## config.mk

```make
export PLATFORM = sky130hd
export DESIGN_NAME = synth_pwr_seq
export DESIGN_NICKNAME = d
export VERILOG_FILES = /design/src/rtl/synth_pwr_seq_pkg.sv /design/src/rtl/synth_pwr_gate.sv /design/src/rtl/synth_half_cnt.sv /design/src/rtl/synth_seq_fsm.sv /design/src/rtl/synth_pwr_seq.sv
export SDC_FILE = /design/constraint.sdc
export NUM_CORES = 1
export LEC_CHECK = 0
export BUFFER_PORTS_ARGS = -buffer_cell sky130_fd_sc_hd__buf_2
export CELL_PAD_IN_SITES_DETAIL_PLACEMENT = 1
export CELL_PAD_IN_SITES_GLOBAL_PLACEMENT = 2
export CORE_AREA = 2 2 48 50
export CTS_BUF_LIST = sky130_fd_sc_hd__clkbuf_4
export DETAILED_ROUTE_END_ITERATION = 10
export DIE_AREA = 0 0 50 52
export GPL_TIMING_DRIVEN = 0
export PLACE_DENSITY = 0.91
export SLEW_MARGIN = 10
export SYNTH_ARGS = -nofsm -noshare
export SYNTH_HDL_FRONTEND = slang
export SYNTH_SLANG_ARGS = --single-unit
export TNS_END_PERCENT = 10
```

## constraint.sdc

```tcl
create_clock -name clk -period 2.73 [get_ports clk]
set_clock_uncertainty 0.1 [all_clocks]
set_input_delay 0.273 -clock clk [delete_from_list [all_inputs] [get_ports clk]]
set_output_delay 0.273 -clock clk [all_outputs]
set_load 0.02 [all_outputs]
```

## src/rtl/synth_pwr_seq_pkg.sv

```systemverilog
package synth_pwr_seq_pkg;

    typedef enum logic [1:0] {
        SEQ_OFF     = 2'd0,
        SEQ_TUNE    = 2'd1,
        SEQ_LOCK    = 2'd2,
        SEQ_SETTLED = 2'd3
    } seq_state_e;

    typedef struct packed {
        logic sw_on;
        logic pwr_on;
    } gate_regs_t;

    typedef struct packed {
        seq_state_e state;
        logic       lim_seen;
    } fsm_regs_t;

endpackage

```

## src/rtl/synth_pwr_gate.sv

```systemverilog
module synth_pwr_gate
    import synth_pwr_seq_pkg::*;
(
    input  logic clk,
    input  logic rst_n,
    input  logic pwr_pin,
    input  logic pd_wr,
    input  logic pd_val,
    input  logic n_wr,
    output logic on_next,
    output logic on_now,
    output logic start
);

    gate_regs_t r_q, r_d;

    always_comb begin
        r_d       = r_q;
        r_d.sw_on = pd_wr ? pd_val : r_q.sw_on;
        // the pin has priority over the software bit
        r_d.pwr_on = pwr_pin & r_d.sw_on;
        on_next    = r_d.pwr_on;
        start      = r_d.pwr_on & (~r_q.pwr_on | (pd_wr & pd_val) | n_wr);
    end

    always_ff @(posedge clk or negedge rst_n) begin
        if (!rst_n) begin
            r_q <= '0;
        end else begin
            r_q <= r_d;
        end
    end

    assign on_now = r_q.pwr_on;

endmodule

```

## src/rtl/synth_half_cnt.sv

```systemverilog
module synth_half_cnt #(
    parameter int TUNE_HALVES   = 13,
    parameter int SETTLE_HALVES = 56,
    parameter int CW            = $clog2(SETTLE_HALVES + 1)
) (
    input  logic clk,
    input  logic rst_n,
    input  logic clear,
    input  logic run,
    input  logic half_tick,
    output logic hit_tune,
    output logic hit_settle
);

    localparam logic [CW-1:0] TUNE_LAST   = CW'(TUNE_HALVES);
    localparam logic [CW-1:0] SETTLE_LAST = CW'(SETTLE_HALVES);

    logic [CW-1:0] cnt_q, cnt_d, cnt_inc;
    logic          step;

    always_comb begin
        step       = run & half_tick & (cnt_q != SETTLE_LAST);
        cnt_inc    = cnt_q + 1'b1;
        hit_tune   = step & (cnt_inc == TUNE_LAST);
        hit_settle = step & (cnt_inc == SETTLE_LAST);
        if (clear) begin
            cnt_d = '0;
        end else if (step) begin
            cnt_d = cnt_inc;
        end else begin
            cnt_d = cnt_q;
        end
    end

    always_ff @(posedge clk or negedge rst_n) begin
        if (!rst_n) begin
            cnt_q <= '0;
        end else begin
            cnt_q <= cnt_d;
        end
    end

endmodule

```

## src/rtl/synth_seq_fsm.sv

```systemverilog
module synth_seq_fsm
    import synth_pwr_seq_pkg::*;
(
    input  logic clk,
    input  logic rst_n,
    input  logic on_next,
    input  logic start,
    input  logic hit_tune,
    input  logic hit_settle,
    input  logic range_lim,
    output logic run,
    output logic tuning,
    output logic settled,
    output logic lock_bar
);

    fsm_regs_t r_q, r_d;

    always_comb begin
        r_d = r_q;
        if (!on_next) begin
            r_d.state    = SEQ_OFF;
            r_d.lim_seen = 1'b0;
        end else if (start) begin
            r_d.state    = SEQ_TUNE;
            r_d.lim_seen = 1'b0;
        end else begin
            unique case (r_q.state)
                SEQ_TUNE:    if (hit_tune)   r_d.state = SEQ_LOCK;
                SEQ_LOCK:    if (hit_settle) r_d.state = SEQ_SETTLED;
                SEQ_SETTLED: if (range_lim)  r_d.lim_seen = 1'b1;
                default:     r_d.state = r_q.state;
            endcase
        end
    end

    always_ff @(posedge clk or negedge rst_n) begin
        if (!rst_n) begin
            r_q <= '{state: SEQ_OFF, lim_seen: 1'b0};
        end else begin
            r_q <= r_d;
        end
    end

    assign run      = (r_q.state == SEQ_TUNE) | (r_q.state == SEQ_LOCK);
    assign tuning   = (r_q.state == SEQ_TUNE);
    assign settled  = (r_q.state == SEQ_SETTLED);
    assign lock_bar = tuning | r_q.lim_seen;

endmodule

```

## src/rtl/synth_pwr_seq.sv

```systemverilog
module synth_pwr_seq #(
    parameter int TUNE_HALVES   = 13,
    parameter int SETTLE_HALVES = 56
) (
    input  logic clk,
    input  logic rst_n,
    input  logic half_tick,
    input  logic pwr_pin,
    input  logic pd_wr,
    input  logic pd_val,
    input  logic n_wr,
    input  logic range_lim,
    output logic ref_en,
    output logic rf_en,
    output logic tuning,
    output logic settled,
    output logic lock_bar
);

    localparam int CW = $clog2(SETTLE_HALVES + 1);

    logic on_next, on_now, start;
    logic run, hit_tune, hit_settle;

    synth_pwr_gate gate_i (
        .clk     (clk),
        .rst_n   (rst_n),
        .pwr_pin (pwr_pin),
        .pd_wr   (pd_wr),
        .pd_val  (pd_val),
        .n_wr    (n_wr),
        .on_next (on_next),
        .on_now  (on_now),
        .start   (start)
    );

    synth_half_cnt #(
        .TUNE_HALVES   (TUNE_HALVES),
        .SETTLE_HALVES (SETTLE_HALVES),
        .CW            (CW)
    ) cnt_i (
        .clk        (clk),
        .rst_n      (rst_n),
        .clear      (start | ~on_next),
        .run        (run),
        .half_tick  (half_tick),
        .hit_tune   (hit_tune),
        .hit_settle (hit_settle)
    );

    synth_seq_fsm fsm_i (
        .clk        (clk),
        .rst_n      (rst_n),
        .on_next    (on_next),
        .start      (start),
        .hit_tune   (hit_tune),
        .hit_settle (hit_settle),
        .range_lim  (range_lim),
        .run        (run),
        .tuning     (tuning),
        .settled    (settled),
        .lock_bar   (lock_bar)
    );

    assign ref_en = on_now;
    assign rf_en  = on_now;

endmodule

```

==> impl_metrics.tcl <==
set metrics [dict create \
    core_area_sq_um 2110 \
    clock_sinks 11 \
    diodes 0 \
    dp_hpwl_mm 1.16 \
    finalCriticalPeriod_ps 2070 \
    cts.clk_slew.worst_paths_ps 70 \
    criticalPathCategory "reg2reg" \
    portBuffers 12 \
    cts_max_level 1 \
    synth_top_family_by_area "simple AND/OR/NAND/NOR gates" \
    synthAdderAreaFrac_pct 12.1 \
    end_kind "flop" \
    syn_inst 76 \
    p_sw_uw 78.0 \
    setup_tns_ps 0 \
    hold_class "in2reg" \
    fmaxAchievable_ghz 0.482 \
    max_stage_delay_ps 380 \
    muxShareOfSynthArea_pct 1.38 \
    powerDensity_nw_per_um2 380 \
    dieArea_sq_um 2600 \
    combinationalPowerShare_pct 11.4 \
    routed_wirelength_mm 1.49 \
    critPathRequiredTime_ps 2780 \
    setup_viol 0 \
    grt_max_degree 12 \
    place_congestion 0.789 \
    area_growth_pct 18.7 \
    synth_area_sq_um 723 \
    hold_end "fsm_i.r_q[0]$_DFFE_PN0P_" \
    grt-ovfl-total 0 \
    relSlewSlack_pct 70.8 \
    start_util_pct 34.3 \
    r2r-start "fsm_i.r_q[1]$_DFFE_PN0P_" \
    num_io_pins 13 \
    syn-num-nets 91 \
    rsz0062_at_grt "no" \
    synth_compound_area_share_pct 6.57 \
    synth.avg_cell_area_sq_um 9.52 \
    crit_path_start_kind "flop" \
    critPathTopFamily "simple AND/OR/NAND/NOR gates" \
    drv_slew 0 \
    p_leak_nw 0.407 \
    synth-xor-area-share_pct 10.7 \
    tightest_slew_ps 435 \
    cp_slowest_cell "dfrtp_1" \
    numCtsBuffers 3 \
    drive_gt1_share_pct 25.8 \
    worst_ep_arrival_time_ps 2130 \
    synth-seq-cells 11 \
    row_count 17 \
    r2r-end "fsm_i.r_q[1]$_DFFE_PN0P_" \
    vias 578 \
    fp.dieH_um 52 \
    yosysWarnings 0 \
    drtPass1Iterations 3 \
    detail_route.wl_per_cell_um 12.3 \
    seq_power_share_pct 51.6 \
    cts_tree "done" \
    p_clk_share_pct 37.0 \
    hold-path-cell-count 3 \
    cts_root_buffer "clkbuf_4" \
    power_uw 326 \
    hp-start "range_lim" \
    p_sw_share_pct 23.9 \
    drc 0 \
    finalHoldViolations 0 \
    crit_buf_inv 1 \
    path_cells "inv_1 > ha_1 > nor2b_1 > o21ai_4 > nor4_2 > or4_1 > nand3_1" \
    insertion_delay_ps 270 \
    grt_pass1_wl_mm 2.66 \
    worstPathMaxFanout 4 \
    clockBufferDepth 2 \
    place_area_sq_um 818 \
    yosys.area_share.simple_pct 25.6 \
    vias_per_cell 4.78 \
    grt_pass1_vias 588 \
    fin_nets 109 \
    peakVddDrop_v 0.000147 \
    r2r_slack_ps 660 \
    finalCritPeriodShare_pct 76.0 \
    design_area_sq_um 858 \
    r2r_cells 7 \
    postCtsSetupRepairBufs 0 \
    cap_violations 0 \
    die_x_um 50 \
    ant_nets 0 \
    status "completed" \
    drtIter0Drc 2 \
    antenna_found_initial 0 \
    synth-seq-area-share_pct 38.1 \
    p_int_uw 248 \
    grt_use_total_pct 13.6 \
    yosysUniqueCellTypes 29 \
]
sequential cells by signal, summed over array words and instances (netlist names):
name and count:
cnt_i.cnt_q 6, gate_i.r_q 1, fsm_i.r_q 3, gate_i.on_now 1
power by group through the flow:
stage	combinational, mW	sequential (mW)	clock (mW)
after floorplan	0.0199	0.172	0
after global placement	0.0355	0.171	0
after detailed placement	0.0366	0.172	0
after CTS	0.0379	0.168	0.131
after global routing	0.0408	0.169	0.135
final	0.0373	0.168	0.121
kinds of logic (layout without fill, tap and decap cells):
group                    count (synthesis)  in the layout
buffers and inverters                    9             26
AND/OR/NAND/NOR                         34             34
multiplexers                             1              1
XOR/XNOR                                 8              8
AO/OA/AOI/OAI                            6              6
flip-flops                              11             11
adder cells (fa/ha/maj)                  7              7
worst min-delay path: stages:
cell and delay (ps):
buf_2 70, a21oi_1 50, nor2_1 70
placed cells by master, fill, tap and decap left out, types with 2 or more instances in the layout:
| cell | Yosys | layout |
|---|---|---|
| buf_2 | 2 | 14 |
| inv_1 | 6 | 6 |
| dfrtp_1 | 11 | 11 |
| nor2_1 | 11 | 11 |
| xor2_1 | 4 | 4 |
| nor3_1 | 2 | 2 |
| nand3_1 | 2 | 2 |
| nand4_1 | 4 | 4 |
| clkbuf_4 | 0 | 4 |
| nor2b_1 | 2 | 2 |
| ha_1 | 7 | 7 |
| nand2_1 | 5 | 5 |
| xnor2_1 | 3 | 3 |
stage by stage:
step           hold WS, ps  cells  setup slack [ps]  util, %
4_1_cts                131    121               627     40.8
6_report               143    121               655     40.8
3_3_place_gp          59.5    116               677     38.9
5_1_grt                150    121               447     40.8
3_5_place_dp          66.7    116               647     38.9
2_1_floorplan         -123     76               865        -
synthesized netlist by cell type:
cell | count | area share, %
buf_4 | 1 | 1.0
mux2i_1 | 1 | 1.4
nand4_2 | 1 | 1.7
o22ai_1 | 1 | 0.87
a31oi_1 | 1 | 0.87
nor2_1 | 11 | 5.7
nor4_2 | 1 | 1.7
ha_1 | 7 | 12
nand4_1 | 4 | 3.5
nor3_1 | 2 | 1.4
nand2b_1 | 1 | 0.87
or2_2 | 1 | 0.87
a21oi_1 | 1 | 0.69
o31a_1 | 1 | 1.2
xor2_2 | 1 | 2.2
o21ai_4 | 1 | 2.2
inv_1 | 6 | 3.1
or4_1 | 1 | 1.0
and2_1 | 1 | 0.87
xor2_1 | 4 | 4.8
nand4b_1 | 1 | 1.2
o21ai_0 | 1 | 0.69
xnor2_1 | 3 | 3.6
nand2_1 | 5 | 2.6
nand3_1 | 2 | 1.4
nor3b_1 | 1 | 1.0
buf_2 | 2 | 1.4
dfrtp_1 | 11 | 38
nor2b_1 | 2 | 1.7
layout make-up:
cell class	instances	area [sq um]
clock buffer	4	30.0
tap	28	35.0
timing repair buffer	13	70.1
fill	258	1250
buffer	3	17.5
inverter	6	22.5
multi-input combinational	56	408
sequential	11	275
repair_timing:
action                    4_1_cts  5_1_grt
hold endpoints to repair       11        0
gates resized for setup         0        0
hold buffers                    1        0
worst max path at each step:
stage                                         from                       end  slack (ps)  cells after the start
after floorplan           fsm_i.r_q[1]$_DFFE_PN0P_  fsm_i.r_q[1]$_DFFE_PN0P_         870                      7
after global placement    fsm_i.r_q[1]$_DFFE_PN0P_  fsm_i.r_q[1]$_DFFE_PN0P_         680                      7
after detailed placement  fsm_i.r_q[1]$_DFFE_PN0P_  fsm_i.r_q[1]$_DFFE_PN0P_         650                      7
after CTS                 fsm_i.r_q[1]$_DFFE_PN0P_  fsm_i.r_q[1]$_DFFE_PN0P_         630                      7
after global routing      fsm_i.r_q[1]$_DFFE_PN0P_  fsm_i.r_q[2]$_DFFE_PN0P_         450                      7
final                     fsm_i.r_q[1]$_DFFE_PN0P_  fsm_i.r_q[1]$_DFFE_PN0P_         660                      7
layer usage:
layer / up-vias / part of all wire (%) / track usage (%)
met3: 0 / 4.3 / 3.16
met4: 0 / 0 / 5.56
met5: - / 0 / 0
met2: 13 / 47 / 21.1
li1: 289 / - / -
met1: 276 / 48 / 18.1
Note: power is estimated with default switching activity, not from simulation.
